### src/rtl/spi_fifo_pkg.sv
package spi_fifo_pkg;
  localparam int ST_BUSY     = 0;
  localparam int ST_TX_FULL  = 1;
  localparam int ST_TX_EMPTY = 2;
  localparam int ST_RX_EMPTY = 3;
  localparam int ST_RX_FULL  = 4;
  localparam int ST_W        = 5;

  localparam int DMA_RX_EN = 0;
  localparam int DMA_TX_EN = 1;

  typedef struct packed {
    logic rx_full;
    logic rx_empty;
    logic tx_empty;
    logic tx_full;
    logic busy;
  } status_t;
endpackage

### src/rtl/sfp_fifo.sv
module sfp_fifo #(
  parameter int WIDTH = 16,
  parameter int DEPTH = 16,
  localparam int ADDR_W = (DEPTH > 1) ? $clog2(DEPTH) : 1,
  localparam int LVL_W  = $clog2(DEPTH + 1)
) (
  input  logic             clk_i,
  input  logic             rst_ni,
  input  logic             flush_i,
  input  logic             push_i,
  input  logic [WIDTH-1:0] data_i,
  input  logic             pop_i,
  output logic [WIDTH-1:0] data_o,
  output logic [LVL_W-1:0] level_o,
  output logic             full_o,
  output logic             empty_o
);
  logic [WIDTH-1:0]  mem_q [DEPTH];
  logic [ADDR_W-1:0] wr_ptr_q, rd_ptr_q;
  logic [LVL_W-1:0]  cnt_q;
  logic              push_ok, pop_ok;

  function automatic logic [ADDR_W-1:0] ptr_next(input logic [ADDR_W-1:0] p);
    return (p == ADDR_W'(DEPTH - 1)) ? '0 : p + 1'b1;
  endfunction

  assign full_o  = (cnt_q == LVL_W'(DEPTH));
  assign empty_o = (cnt_q == '0);
  assign push_ok = push_i & ~full_o & ~flush_i;
  assign pop_ok  = pop_i & ~empty_o & ~flush_i;

  always_ff @(posedge clk_i or negedge rst_ni) begin
    if (!rst_ni) begin
      wr_ptr_q <= '0;
      rd_ptr_q <= '0;
      cnt_q    <= '0;
    end else if (flush_i) begin
      wr_ptr_q <= '0;
      rd_ptr_q <= '0;
      cnt_q    <= '0;
    end else begin
      if (push_ok) wr_ptr_q <= ptr_next(wr_ptr_q);
      if (pop_ok)  rd_ptr_q <= ptr_next(rd_ptr_q);
      case ({push_ok, pop_ok})
        2'b10:   cnt_q <= cnt_q + 1'b1;
        2'b01:   cnt_q <= cnt_q - 1'b1;
        default: cnt_q <= cnt_q;
      endcase
    end
  end

  always_ff @(posedge clk_i) begin
    if (push_ok) mem_q[wr_ptr_q] <= data_i;
  end

  assign data_o  = mem_q[rd_ptr_q];
  assign level_o = cnt_q;

  AST_LEVEL_BOUND: assert property (@(posedge clk_i) disable iff (!rst_ni)
    cnt_q <= LVL_W'(DEPTH));
  AST_NO_OVERFLOW: assert property (@(posedge clk_i) disable iff (!rst_ni)
    (full_o && push_i && !pop_i && !flush_i) |=> (level_o == LVL_W'(DEPTH)));
  AST_NO_UNDERFLOW: assert property (@(posedge clk_i) disable iff (!rst_ni)
    (empty_o && pop_i && !push_i && !flush_i) |=> empty_o);
  AST_FLUSH_EMPTIES: assert property (@(posedge clk_i) disable iff (!rst_ni)
    flush_i |=> empty_o);
endmodule

### src/rtl/sfp_thresh.sv
module sfp_thresh #(
  parameter int THR_W = 8,
  parameter int DEPTH = 16
) (
  input  logic             clk_i,
  input  logic             rst_ni,
  input  logic             we_i,
  input  logic [THR_W-1:0] wdata_i,
  output logic [THR_W-1:0] thr_o
);
  localparam logic [THR_W:0] LIMIT = (THR_W + 1)'(DEPTH);

  logic [THR_W-1:0] thr_q;
  logic             in_range;

  assign in_range = ({1'b0, wdata_i} < LIMIT);

  always_ff @(posedge clk_i or negedge rst_ni) begin
    if (!rst_ni)                thr_q <= '0;
    else if (we_i && in_range)  thr_q <= wdata_i;
  end

  assign thr_o = thr_q;

  AST_THR_REJECT: assert property (@(posedge clk_i) disable iff (!rst_ni)
    (we_i && ({1'b0, wdata_i} >= LIMIT)) |=> $stable(thr_o));
  AST_THR_BOUND: assert property (@(posedge clk_i) disable iff (!rst_ni)
    ({1'b0, thr_o} < LIMIT));
endmodule

### src/rtl/sfp_level_cmp.sv
module sfp_level_cmp #(
  parameter int W     = 5,
  parameter bit ABOVE = 1'b0
) (
  input  logic [W-1:0] level_i,
  input  logic [W-1:0] mark_i,
  output logic         hit_o
);
  generate
    if (ABOVE) begin : g_above
      assign hit_o = (level_i > mark_i);
    end else begin : g_at_or_below
      assign hit_o = (level_i <= mark_i);
    end
  endgenerate
endmodule

### src/rtl/sfp_dma_req.sv
module sfp_dma_req #(
  parameter int W     = 5,
  parameter bit ABOVE = 1'b0
) (
  input  logic         clk_i,
  input  logic         rst_ni,
  input  logic         en_i,
  input  logic [W-1:0] level_i,
  input  logic [W-1:0] mark_i,
  input  logic         ack_i,
  output logic         req_o
);
  logic hit, hold_q;

  sfp_level_cmp #(.W(W), .ABOVE(ABOVE)) i_cmp (
    .level_i (level_i),
    .mark_i  (mark_i),
    .hit_o   (hit)
  );

  // one idle cycle after each acknowledge so the requester sees the new level
  always_ff @(posedge clk_i or negedge rst_ni) begin
    if (!rst_ni) hold_q <= 1'b0;
    else         hold_q <= ack_i;
  end

  assign req_o = en_i & hit & ~hold_q;

  AST_ACK_GAP: assert property (@(posedge clk_i) disable iff (!rst_ni)
    ack_i |=> !req_o);
endmodule

### src/rtl/spi_fifo_pair.sv
module spi_fifo_pair
  import spi_fifo_pkg::*;
#(
  parameter int WIDTH = 16,
  parameter int DEPTH = 16,
  parameter int THR_W = 8,
  localparam int LVL_W = $clog2(DEPTH + 1)
) (
  input  logic             clk_i,
  input  logic             rst_ni,
  input  logic             enable_i,
  input  logic             busy_i,
  input  logic             tx_push_i,
  input  logic [WIDTH-1:0] tx_data_i,
  input  logic             tx_pop_i,
  output logic [WIDTH-1:0] tx_data_o,
  input  logic             rx_push_i,
  input  logic [WIDTH-1:0] rx_data_i,
  input  logic             rx_pop_i,
  output logic [WIDTH-1:0] rx_data_o,
  output logic [LVL_W-1:0] tx_lvl_o,
  output logic [LVL_W-1:0] rx_lvl_o,
  output logic [ST_W-1:0]  status_o,
  input  logic             tx_thr_we_i,
  input  logic [THR_W-1:0] tx_thr_wdata_i,
  output logic [THR_W-1:0] tx_thr_o,
  input  logic             rx_thr_we_i,
  input  logic [THR_W-1:0] rx_thr_wdata_i,
  output logic [THR_W-1:0] rx_thr_o,
  output logic             tx_wm_o,
  output logic             rx_wm_o,
  input  logic [1:0]       dma_ctrl_i,
  input  logic [LVL_W-1:0] tx_dma_lvl_i,
  input  logic [LVL_W-1:0] rx_dma_lvl_i,
  input  logic             tx_dma_ack_i,
  input  logic             rx_dma_ack_i,
  output logic             tx_dma_req_o,
  output logic             rx_dma_req_o
);
  localparam int CMP_W = (THR_W > LVL_W) ? THR_W : LVL_W;

  logic    flush;
  logic    tx_full, tx_empty, rx_full, rx_empty;
  status_t st;

  assign flush = ~enable_i;

  sfp_fifo #(.WIDTH(WIDTH), .DEPTH(DEPTH)) i_tx_fifo (
    .clk_i, .rst_ni, .flush_i(flush),
    .push_i(tx_push_i), .data_i(tx_data_i), .pop_i(tx_pop_i), .data_o(tx_data_o),
    .level_o(tx_lvl_o), .full_o(tx_full), .empty_o(tx_empty)
  );

  sfp_fifo #(.WIDTH(WIDTH), .DEPTH(DEPTH)) i_rx_fifo (
    .clk_i, .rst_ni, .flush_i(flush),
    .push_i(rx_push_i), .data_i(rx_data_i), .pop_i(rx_pop_i), .data_o(rx_data_o),
    .level_o(rx_lvl_o), .full_o(rx_full), .empty_o(rx_empty)
  );

  sfp_thresh #(.THR_W(THR_W), .DEPTH(DEPTH)) i_tx_thr (
    .clk_i, .rst_ni, .we_i(tx_thr_we_i), .wdata_i(tx_thr_wdata_i), .thr_o(tx_thr_o)
  );

  sfp_thresh #(.THR_W(THR_W), .DEPTH(DEPTH)) i_rx_thr (
    .clk_i, .rst_ni, .we_i(rx_thr_we_i), .wdata_i(rx_thr_wdata_i), .thr_o(rx_thr_o)
  );

  sfp_level_cmp #(.W(CMP_W), .ABOVE(1'b0)) i_tx_wm (
    .level_i(CMP_W'(tx_lvl_o)), .mark_i(CMP_W'(tx_thr_o)), .hit_o(tx_wm_o)
  );

  sfp_level_cmp #(.W(CMP_W), .ABOVE(1'b1)) i_rx_wm (
    .level_i(CMP_W'(rx_lvl_o)), .mark_i(CMP_W'(rx_thr_o)), .hit_o(rx_wm_o)
  );

  sfp_dma_req #(.W(LVL_W), .ABOVE(1'b0)) i_tx_dma (
    .clk_i, .rst_ni, .en_i(enable_i & dma_ctrl_i[DMA_TX_EN]),
    .level_i(tx_lvl_o), .mark_i(tx_dma_lvl_i), .ack_i(tx_dma_ack_i), .req_o(tx_dma_req_o)
  );

  sfp_dma_req #(.W(LVL_W), .ABOVE(1'b1)) i_rx_dma (
    .clk_i, .rst_ni, .en_i(enable_i & dma_ctrl_i[DMA_RX_EN]),
    .level_i(rx_lvl_o), .mark_i(rx_dma_lvl_i), .ack_i(rx_dma_ack_i), .req_o(rx_dma_req_o)
  );

  always_comb begin
    st.busy     = busy_i;
    st.tx_full  = tx_full;
    st.tx_empty = tx_empty;
    st.rx_empty = rx_empty;
    st.rx_full  = rx_full;
  end
  assign status_o = st;

  AST_TX_REQ_GATED: assert property (@(posedge clk_i) disable iff (!rst_ni)
    !(enable_i && dma_ctrl_i[DMA_TX_EN]) |-> !tx_dma_req_o);
  AST_RX_REQ_GATED: assert property (@(posedge clk_i) disable iff (!rst_ni)
    !(enable_i && dma_ctrl_i[DMA_RX_EN]) |-> !rx_dma_req_o);
  AST_DISABLE_EMPTIES: assert property (@(posedge clk_i) disable iff (!rst_ni)
    !enable_i |=> (tx_lvl_o == '0 && rx_lvl_o == '0));
  AST_FLAGS_EXCLUSIVE: assert property (@(posedge clk_i) disable iff (!rst_ni)
    !(status_o[ST_TX_FULL] && status_o[ST_TX_EMPTY]) && !(status_o[ST_RX_FULL] && status_o[ST_RX_EMPTY]));
endmodule

### config.mk
export PLATFORM = sky130hd
export DESIGN_NAME = spi_fifo_pair
export DESIGN_NICKNAME = d
export VERILOG_FILES = /design/src/rtl/spi_fifo_pkg.sv /design/src/rtl/sfp_fifo.sv /design/src/rtl/sfp_thresh.sv /design/src/rtl/sfp_level_cmp.sv /design/src/rtl/sfp_dma_req.sv /design/src/rtl/spi_fifo_pair.sv
export SDC_FILE = /design/constraint.sdc
export NUM_CORES = 1
export LEC_CHECK = 0
export BUFFER_PORTS_ARGS = -buffer_cell sky130_fd_sc_hd__buf_4
export CELL_PAD_IN_SITES_DETAIL_PLACEMENT = 1
export CELL_PAD_IN_SITES_GLOBAL_PLACEMENT = 1
export CORE_MARGIN = 2
export CORE_UTILIZATION = 35
export CTS_CLUSTER_SIZE = 14
export DETAILED_ROUTE_END_ITERATION = 7
export PLACE_DENSITY = 0.64
export SLEW_MARGIN = 20
export SYNTH_ARGS = -nofsm -noshare
export SYNTH_HDL_FRONTEND = slang
export SYNTH_SLANG_ARGS = --single-unit
### constraint.sdc
create_clock -name clk_i -period 4.7 [get_ports clk_i]
set_clock_uncertainty 0.2 [all_clocks]
set_input_delay 0.47 -clock clk_i [delete_from_list [all_inputs] [get_ports clk_i]]
set_output_delay 0.47 -clock clk_i [all_outputs]
set_load 0.02 [all_outputs]
**Word-level counts from Yosys, hierarchy flattened**

Memory sizes are Yosys's and may differ from the RTL's.
Index checks and enable logic that the tools add are counted.

- Reductions and logical operators: 4
- Add/sub/neg operators: 8
- Eq/ne operators: 16
- Mux-type cells: 20
- Bitwise logic cells: 20
- $lt $le $gt $ge: 6

Operators by type and width:

| operator | number |
|---|---|
| 4-bit 2-to-1 mux | 12 |
| 5-bit case mux with 2 select lines | 2 |
| 4-bit by 1-bit adder with 4-bit output, second input constant | 4 |
| 4-bit equality test, second input constant | 4 |
| 8-bit by 5-bit less-than comparator with 1-bit output, second input constant | 2 |
| 1-bit bitwise AND | 14 |
| 5-bit by 1-bit adder with 5-bit output, second input constant | 2 |
| 5-bit equality test, second input constant | 2 |
| 5-bit zero test | 2 |
| 5-bit 2-to-1 mux | 2 |
| 5-bit by 1-bit subtractor with 5-bit output, second input constant | 2 |
| 5-bit by 8-bit > comparator with 1-bit output | 1 |
| 5-bit by 8-bit <= comparator with 1-bit output | 1 |
| 2-bit by 1-bit != test with 1-bit output, second input constant | 4 |
| 3-bit by 1-bit != test with 1-bit output, second input constant | 2 |
| 1-bit inverter | 6 |
| 5-bit > comparator | 1 |
| 5-bit <= comparator | 1 |
| 2-bit by 1-bit equality test with 1-bit output, second input constant | 2 |
| 2-bit equality test, second input constant | 2 |
| 1-bit 2-to-1 mux | 4 |
| 1-bit logical AND | 2 |

- Flip-flop bits (word level): 44
- RAM bits: 512
- Output and inout port bits: 67
- Memories kept: 2

Memory list:

| name | words | bits a word | rd ports | clocked after Yosys merged registers in | write ports | line | RTL |
|---|---|---|---|---|---|---|---|
| i_rx_fifo.mem_q | 16 | 16 | 1 | 0 | 1 | sfp_fifo.sv:18 | `logic [WIDTH-1:0] mem_q [DEPTH];` |
| i_tx_fifo.mem_q | 16 | 16 | 1 | 0 | 1 | sfp_fifo.sv:18 |  |

**Longest topological paths before layout**

Gate-level depths: netlist of run 1.

- Depth after elaboration: 7
- Depth in mapped cells: 11
- Depth with buffers taken out: 10

**Cells and area by module**

Synthesis of run 1 repeated with hierarchy kept, for this count alone.

- Cells, all modules: 1,339
- Area total of the unflattened synthesis: 22,922.0 µm²

By module, submodules not included:

| module | instances | area each (µm²) | cells each |
|---|---|---|---|
| sfp_fifo at i_rx_fifo | 1 | 10,775.3 | 600 |
| sfp_fifo at i_tx_fifo | 1 | 10,766.6 | 600 |
| sfp_thresh | 2 | 304.0 | 19 |
| sfp_level_cmp at i_rx_wm | 1 | 210.2 | 27 |
| sfp_level_cmp at i_tx_wm | 1 | 196.4 | 27 |
| sfp_level_cmp at i_rx_dma.i_cmp | 1 | 121.4 | 17 |
| sfp_level_cmp at i_tx_dma.i_cmp | 1 | 118.9 | 17 |
| sfp_dma_req | 2 | 33.8 | 2 |
| spi_fifo_pair | 1 | 57.6 | 9 |

**Worst setup path after synthesis of run 1**

OpenSTA, ideal clock, no wires.

- Path type: input to register
- Start: input port rx_push_i
- End: memory i_rx_fifo.mem_q[3][0] (enable)
- Required time: 4.091 ns
- Slack: 1.551 ns
- Stages: 5
- Buffers on the path: 2
- Data arrival time: 2.540 ns
- Cell sequence: clkbuf_1 a21boi_0 clkbuf_1 nand3_1 nor3_1

- Longest elaborated chain between the ends: 4

Ends and longest elaborated chain:

| item | line | RTL |
|---|---|---|
| start: declaration | spi_fifo_pair.sv:17 | `input logic rx_push_i,` |
| 1-bit bitwise AND (2 in a row) | sfp_fifo.sv:29 | `assign push_ok = push_i & ~full_o & ~flush_i;` |
| 1-bit 2-to-1 mux | sfp_fifo.sv:53 | `if (push_ok) mem_q[wr_ptr_q] <= data_i;` |
| 1-bit 2-to-1 mux (not written as such) | sfp_fifo.sv:53 |  |
| end: declaration | sfp_fifo.sv:18 |  |

No other way between the ends.

**Worst setup path after layout of run 1**

- Start: register i_tx_fifo.rd_ptr_q[1]
- End: output port tx_data_o[12]

- Longest elaborated chain between the ends: 1

Ends and longest elaborated chain:

| item | line | RTL |
|---|---|---|
| start: declaration | sfp_fifo.sv:19 | `logic [ADDR_W-1:0] wr_ptr_q, rd_ptr_q;` |
| start signal: assignment | sfp_fifo.sv:43 | `if (pop_ok) rd_ptr_q <= ptr_next(rd_ptr_q);` |
| memory read 16 x 16 bit | - |  |
| end: declaration | spi_fifo_pair.sv:16 | `output logic [WIDTH-1:0] tx_data_o,` |

No other way between the ends.

==> flow_summary.yaml, run 1 <==
power_and_ir_drop:
  combPwrFrac_pct: 17.8
  ir_drop_mv: 0.342
  intPower_w: 0.00930
  leakagePower_nw: 9.17
  p_per_area_nw_per_um2: 463
  clockPowerShare_pct: 37.1
  power_w: 0.0126
  seq_power_share_pct: 45.1
  swShare_pct: 26.1
  switching_power_w: 0.00328
sta:
  period_share_pct: 81.8
  fmaxAchievable_ghz: 0.260
  hold_viol_final: 0
  setup_viol: 0
  rsz0062_at_grt: "false"
  slew_violations: 0
  postLayoutSetupSlackWorst_ps: 854
  min_period_ps: 3850
  worst_pin_slew_ps: 1040
  tns_ps: 0
  max-slew-margin-rel_pct: 30.5
synth:
  ys_ff_latch: 556
  synthFlopType: "edfxtp_1"
  yosysSeqAreaShare_pct: 73.1
  synth_edf_count: 512
  ys_async_sr_fraction_pct: 7.91
  ys_warn_count: 0
  synth.distinct_cells: 47
  syn_avg_cell_area_um2: 18.7
  syn_nets: 1317
  synth_area_um2: 22600
  netlist_instances: 1207
clock_network:
  cts-resized-gates: 0
  ctsHoldBuffers: 43
  cts_buffers: 60
  postCtsSetupBuffers: 0
  clock-sinks: 556
  clk_pin_slew_worst_paths_ps: 60
  cts_buffer_depth: 3
  htreeDepth: 2
  clk_latency_ps: 630
  cts_tree: "yes"
  cts_root_buffer: "clkbuf_16"
drt:
  vias: 11900
  routed_wirelength_um: 53700
  dr.pass1.iters: 4
  drc: 0
  drtIter0Drc: 706
  wl_per_cell_um: 23.0
  postRouteAntennaNets: 0
  vias_per_cell: 5.09
critical_path:
  cp.arrival_ps: 3180
  critPathMaxFanout: 17
  crit_required_ps: 4030
  r2r-start: "i_rx_fifo.level_o[1]$_DFFE_PN0P_"
  crit_path_start: "i_tx_fifo.rd_ptr_q[1]$_DFFE_PN0P_"
  cp_cell_sequence: "and2_1 > a221oi_1 > a22oi_1 > nand2_1 > buf_4"
  startpoint_type: "flip-flop"
  crit_path_top_delay_cell: "and2_1"
  end_kind: "primary output"
  max_stage_delay_ps: 930
  path_class: "reg2out"
global_route:
  grt-ovfl-total: 0
  grt_pass1_vias: 12900
  grt_pass1_wl_um: 81000
  grt_max_degree: 69
  grtUsageTotal_pct: 16.1
  antenna_found_initial: 3
floorplan:
  start_util_pct: 35.2
  die_y_um: 258
  rows: 93
  dieWidth_um: 258
  io_pins: 139
  core_region_area_um2: 64100
  dieArea_um2: 66500
flow_run:
  cap_violations: 0
outcome:
  status: "completed"
finish:
  layout-drive-gt1-share_pct: 29.2
  areaGrowthSynthToFinish_pct: 20.5
  fin_area_um2: 27200
  nets: 1536
  register_area_um2: 16500
  fillers: 6194
  multi_input_area_um2: 5700
placed_design:
  pre_cts_slack_ps: 1450
  portBuffers: 136
  place_congestion: 0.728
  placed_area_um2: 24800
  place_hpwl_um: 32100
min_path:
  hold_start: "tx_push_i"
  holdCritPathClass: "in2reg"
-- cell usage after synthesis, types with 3 or more instances --
master    number  share of area [%]
clkbuf_1      37               0.62
nor2_1        39               0.65
and2_1         9               0.25
and3_1         3              0.083
ha_1          36                2.0
xnor2_1        6               0.23
a221oi_1      16               0.62
nand3_1       17               0.38
mux2_2        20                1.0
nor2b_1       21               0.58
edfxtp_1     512                 68
dfrtp_1       44                4.9
a21o_1         7               0.23
buf_4          6               0.20
o21ai_0       44               0.98
buf_2         20               0.44
a22oi_1       18               0.60
a21oi_1       36               0.80
nand2b_1      10               0.28
nor3_1        13               0.29
a31oi_1        6               0.17
mux4_2       112                 11
inv_1         31               0.52
nand2_1       47               0.78
nor4_1         4               0.11
mux2i_1       60                2.7
o21a_1         4               0.13
-- worst max-delay path, delay by kind of cell (launching register included) --
kind | cells | cell delay (ps)
compound gates | 2 | 460
buf+inv | 1 | 180
flops | 1 | 860
simple gates | 2 | 1060
-- metal layers --
layer  up-vias  part of all wire [%]  global-route usage [%]
met1      6231                    41                    20.2
met2       255                    52                    28.8
met4         2                   2.3                    4.77
met5         -                 0.024                       0
li1       5285                     -                       -
met3        88                   4.4                    2.68
-- placed cells by master (no fill, tap or decap), drive strengths merged, types with 7 or more instances in the layout --
cell	netlist	routed
inv	31	35
nand3	17	17
nand2	47	47
dfrtp	44	44
nor3	13	13
and2	9	9
nor2	39	39
ha	36	36
nand2b	10	10
clkinv	0	25
a21oi	36	36
dlygate4sd3	0	43
buf	32	183
nor2b	21	21
a21o	7	7
o21ai	45	45
mux4	112	112
edfxtp	512	512
clkbuf	37	73
a221oi	16	16
mux2i	60	60
a22oi	18	18
mux2	20	20
-- power groups by stage --
stage	sequential (W)	combinational, W	clock (W)
finish	0.00568	0.00224	0.00466
global route	0.00570	0.00245	0.00493
CTS	0.00569	0.00230	0.00478
detailed placement	0.00579	0.00226	0
global placement	0.00578	0.00222	0
floorplan	0.00572	0.00157	0
-- sequential cells by signal, indices dropped and copies added (netlist names) --
name,flops
i_tx_fifo.wr_ptr_q,4
i_rx_fifo.rd_ptr_q,4
i_rx_fifo.mem_q,256
i_tx_fifo.rd_ptr_q,4
i_rx_thr.thr_o,8
i_rx_fifo.wr_ptr_q,4
i_tx_dma.hold_q,1
i_tx_fifo.mem_q,256
i_tx_thr.thr_o,8
i_tx_fifo.level_o,5
i_rx_fifo.level_o,5
i_rx_dma.hold_q,1
-- final cells by class --
class,count,share of cell area [%]
multi-input cells,551,21.0
inverters,31,0.428
well taps,855,3.94
clock buffers,73,5.71
repair buffers,226,6.78
diodes,2,0.0184
flip-flops and latches,556,60.7
clock inverters,38,1.46
-- metrics by stage --
| stage | std cells | hold WS, ps | utilization (%) |
|---|---|---|---|
| after global placement | 2176 | 319 | 38.7 |
| after detailed placement | 2176 | 320 | 38.7 |
| final | 2332 | 79.6 | 42.4 |
| after floorplan | 1207 | -25.6 | - |
| after CTS | 2330 | 37.2 | 42.4 |
| after global routing | 2332 | 90.1 | 42.4 |
-- cell families (layout without fill, tap and decap cells) --
kind of cell	Yosys count	in the layout	share of synthesized area, %
AOI/OAI and AO/OA	145	145	4.02
xor gates and xnor gates	6	6	0.233
adders and majority gates	38	38	2.17
buffers and inverters	100	368	2.04
DFF	556	556	73.1
muxes	192	192	14.8
other	0	2	0
and+or+nand+nor	170	170	3.62
-- path summary, 6_finish.rpt --
path                                                           to  slack [ps]  depth (start not counted)
worst max-delay path                                tx_data_o[12]         850                          5
worst min-delay path             i_tx_fifo.level_o[4]$_DFFE_PN0P_          80                          3
worst max register to register   i_rx_fifo.level_o[4]$_DFFE_PN0P_        1430                         10
worst min register to register      i_rx_thr.thr_o[4]$_DFFE_PN0P_         330                          2
max in group asynchronous       i_rx_fifo.rd_ptr_q[0]$_DFFE_PN0P_        3550                          2
min in group asynchronous               i_tx_dma.hold_q$_DFF_PN0_         210                          2
Note: power is estimated with default switching activity, not from simulation.
==> inputs of run 2 (changes only) <==
- PLACE_DENSITY: 0.64 -> 0.66
- clock period: 4.7 -> 3.2 ns (I/O delays scaled with it)
==> run 2 against run 1 <==
Cell count rose by 2.1%. Cell area rose by 2.5%. Global-route usage rose by 0.42 points. Combinational power rose by 78%. Critical path depth rose by 1. Wire length rose by 3.2%. Register-to-register slack got worse by 1200 ps. Via count rose by 3.0%. Non-clock buffer count rose by 54. Clock power rose by 45%.
==> flow_summary.yaml, run 2 (same netlist as run 1, synthesis figures left out) <==
floorplan:
  dieArea_um2: 66500
  dieWidth_um: 258
  start_util_pct: 35.2
  core_region_area_um2: 64100
  die_y_um: 258
  io_pins: 139
  rows: 93
global_route:
  grtUsageTotal_pct: 16.5
  grt_pass1_wl_um: 82900
  grt_max_degree: 45
  antenna_found_initial: 3
  grt-ovfl-total: 0
  grt_pass1_vias: 13200
drt:
  met1_length_um: 23100
  drc: 0
  wl_met2_um: 28700
  postRouteAntennaNets: 0
  routed_wirelength_um: 55400
  vias_per_cell: 5.13
  wl_met3_um: 2550
  vias: 12200
  highest_layer: "met5"
  dr.pass1.iters: 4
  wl_per_cell_um: 23.3
  drtIter0Drc: 941
placed_design:
  portBuffers: 136
  place_congestion: 0.740
  dp_cells: 2204
  pre_cts_slack_ps: 146
  place_hpwl_um: 32200
sta:
  fmaxAchievable_ghz: 0.314
  setup_viol: 0
  hold_viol_final: 0
  rsz0062_at_grt: "true"
  min_period_ps: 3190
  postLayoutSetupSlackWorst_ps: 12.8
  period_share_pct: 99.6
  worst_pin_slew_ps: 1000
  max-slew-margin-rel_pct: 32.9
  slew_violations: 0
power_and_ir_drop:
  p_per_area_nw_per_um2: 681
  seq_power_share_pct: 43.4
  switching_power_w: 0.00488
  swShare_pct: 25.7
  clockPowerShare_pct: 35.7
  ir_drop_mv: 0.491
  intPower_w: 0.0141
  combPwrFrac_pct: 21.0
  leakagePower_nw: 9.52
min_path:
  holdCritPathClass: "in2reg"
flow_run:
  cap_violations: 0
finish:
  reg_top3: "i_rx_fifo.mem_q (256), i_tx_fifo.mem_q (256)"
  layout_commonest_cell: "edfxtp_1"
  nets: 1587
  fillers: 6192
  areaGrowthSynthToFinish_pct: 23.4
  stdcell_count: 2381
  layout-drive-gt1-share_pct: 31.6
  layout_common_cells: "edfxtp_1, buf_4, mux4_2"
critical_path:
  end_kind: "primary output"
  worst-path-buf-inv: 4
  critical-path-top-delay-family: "multiplexers"
  path_class: "reg2out"
  startpoint_type: "flip-flop"
  critPathMaxFanout: 5
  crit_required_ps: 2680
  crit_path_top_delay_cell: "dfrtp_4"
  cp_cell_sequence: "buf_12 > buf_12 > clkbuf_16 > mux4_2 > mux4_2 > buf_6"
  max_stage_delay_ps: 490
  cp.arrival_ps: 2670
clock_network:
  cts_buffer_depth: 3
  cts_buffers: 57
  clk_pin_slew_worst_paths_ps: 60
  cts_root_buffer: "clkbuf_16"
  cts_tree: "yes"
  clock-sinks: 556
  htreeDepth: 2
  clk_latency_ps: 630
outcome:
  status: "completed"
==> run 2: worst paths after layout <==
kind,from,to,slack (ps),cells past startpoint
worst max-delay path,i_rx_fifo.rd_ptr_q[0]$_DFFE_PN0P_,rx_data_o[3],10,6
worst min-delay path,tx_thr_wdata_i[5],i_tx_thr.thr_o[4]$_DFFE_PN0P_,40,4
worst max register to register,i_tx_fifo.level_o[0]$_DFFE_PN0P_,i_tx_fifo.level_o[4]$_DFFE_PN0P_,230,10
worst min register to register,i_tx_thr.thr_o[7]$_DFFE_PN0P_,i_tx_thr.thr_o[7]$_DFFE_PN0P_,330,1
max in group asynchronous,rst_ni,i_tx_fifo.rd_ptr_q[0]$_DFFE_PN0P_,2180,2
min in group asynchronous,rst_ni,i_rx_fifo.level_o[1]$_DFFE_PN0P_,90,2
==> run 2: power by group through the flow <==
stage               registers [W]  logic [W]  clock network, W
finish                    0.00822    0.00398           0.00676
detailed placement        0.00844    0.00353                 0
global placement          0.00843    0.00345                 0
floorplan                 0.00841    0.00231                 0
global route              0.00824    0.00429           0.00719
CTS                       0.00824    0.00376           0.00693
==> run 2: layer usage <==
layer	global-route usage (%)	up-vias
met1	21.6	6480
met2	29.0	295
met5	0	-
met4	4.09	4
li1	-	5368
met3	2.47	73
==> run 2: worst reg2reg max path: cells and delay by family, from the launching register on <==
| kind | cells | cell delay (ps) |
|---|---|---|
| flops | 1 | 410 |
| simple gates | 4 | 1000 |
| compound gates | 4 | 840 |
| fa+ha+maj | 1 | 320 |
| buf+inv | 1 | 90 |
==> run 2: layout make-up <==
class / count / area, µm² / area share, %
timing repair buffer: 280 / 2520 / 9.06
inverter: 31 / 116 / 0.418
clock inverter: 32 / 400 / 1.44
tap: 855 / 1070 / 3.84
sequential: 556 / 16500 / 59.2
antenna: 2 / 5.00 / 0.0180
clock buffer: 74 / 1500 / 5.39
multi-input combinational: 551 / 5730 / 20.6
==> run 2: what timing repair did <==
action / 4_1_cts / 5_1_grt
gates resized for setup: 5 / 19
setup buffers: 7 / 5
endpoints found under the setup margin: 32 / 22
hold endpoints to repair: 575 / 0
cloned: 1 / 7
hold buffers: 49 / 0
==> run 2: stage by stage <==
stage / power, W / setup TNS, ps / instance area, µm² / hold slack [ps] / util (%)
2_1_floorplan: 0.0107 / 0 / 22600 / -176 / -
3_3_place_gp: 0.0119 / 0 / 25000 / 210 / 39.1
3_5_place_dp: 0.0120 / 0 / 25000 / 230 / 39.1
4_1_cts: 0.0189 / -495 / 27500 / 15.1 / 43.0
5_1_grt: 0.0197 / -139 / 27800 / 98.6 / 43.4
6_report: 0.0190 / 0 / 27800 / 41.0 / 43.4
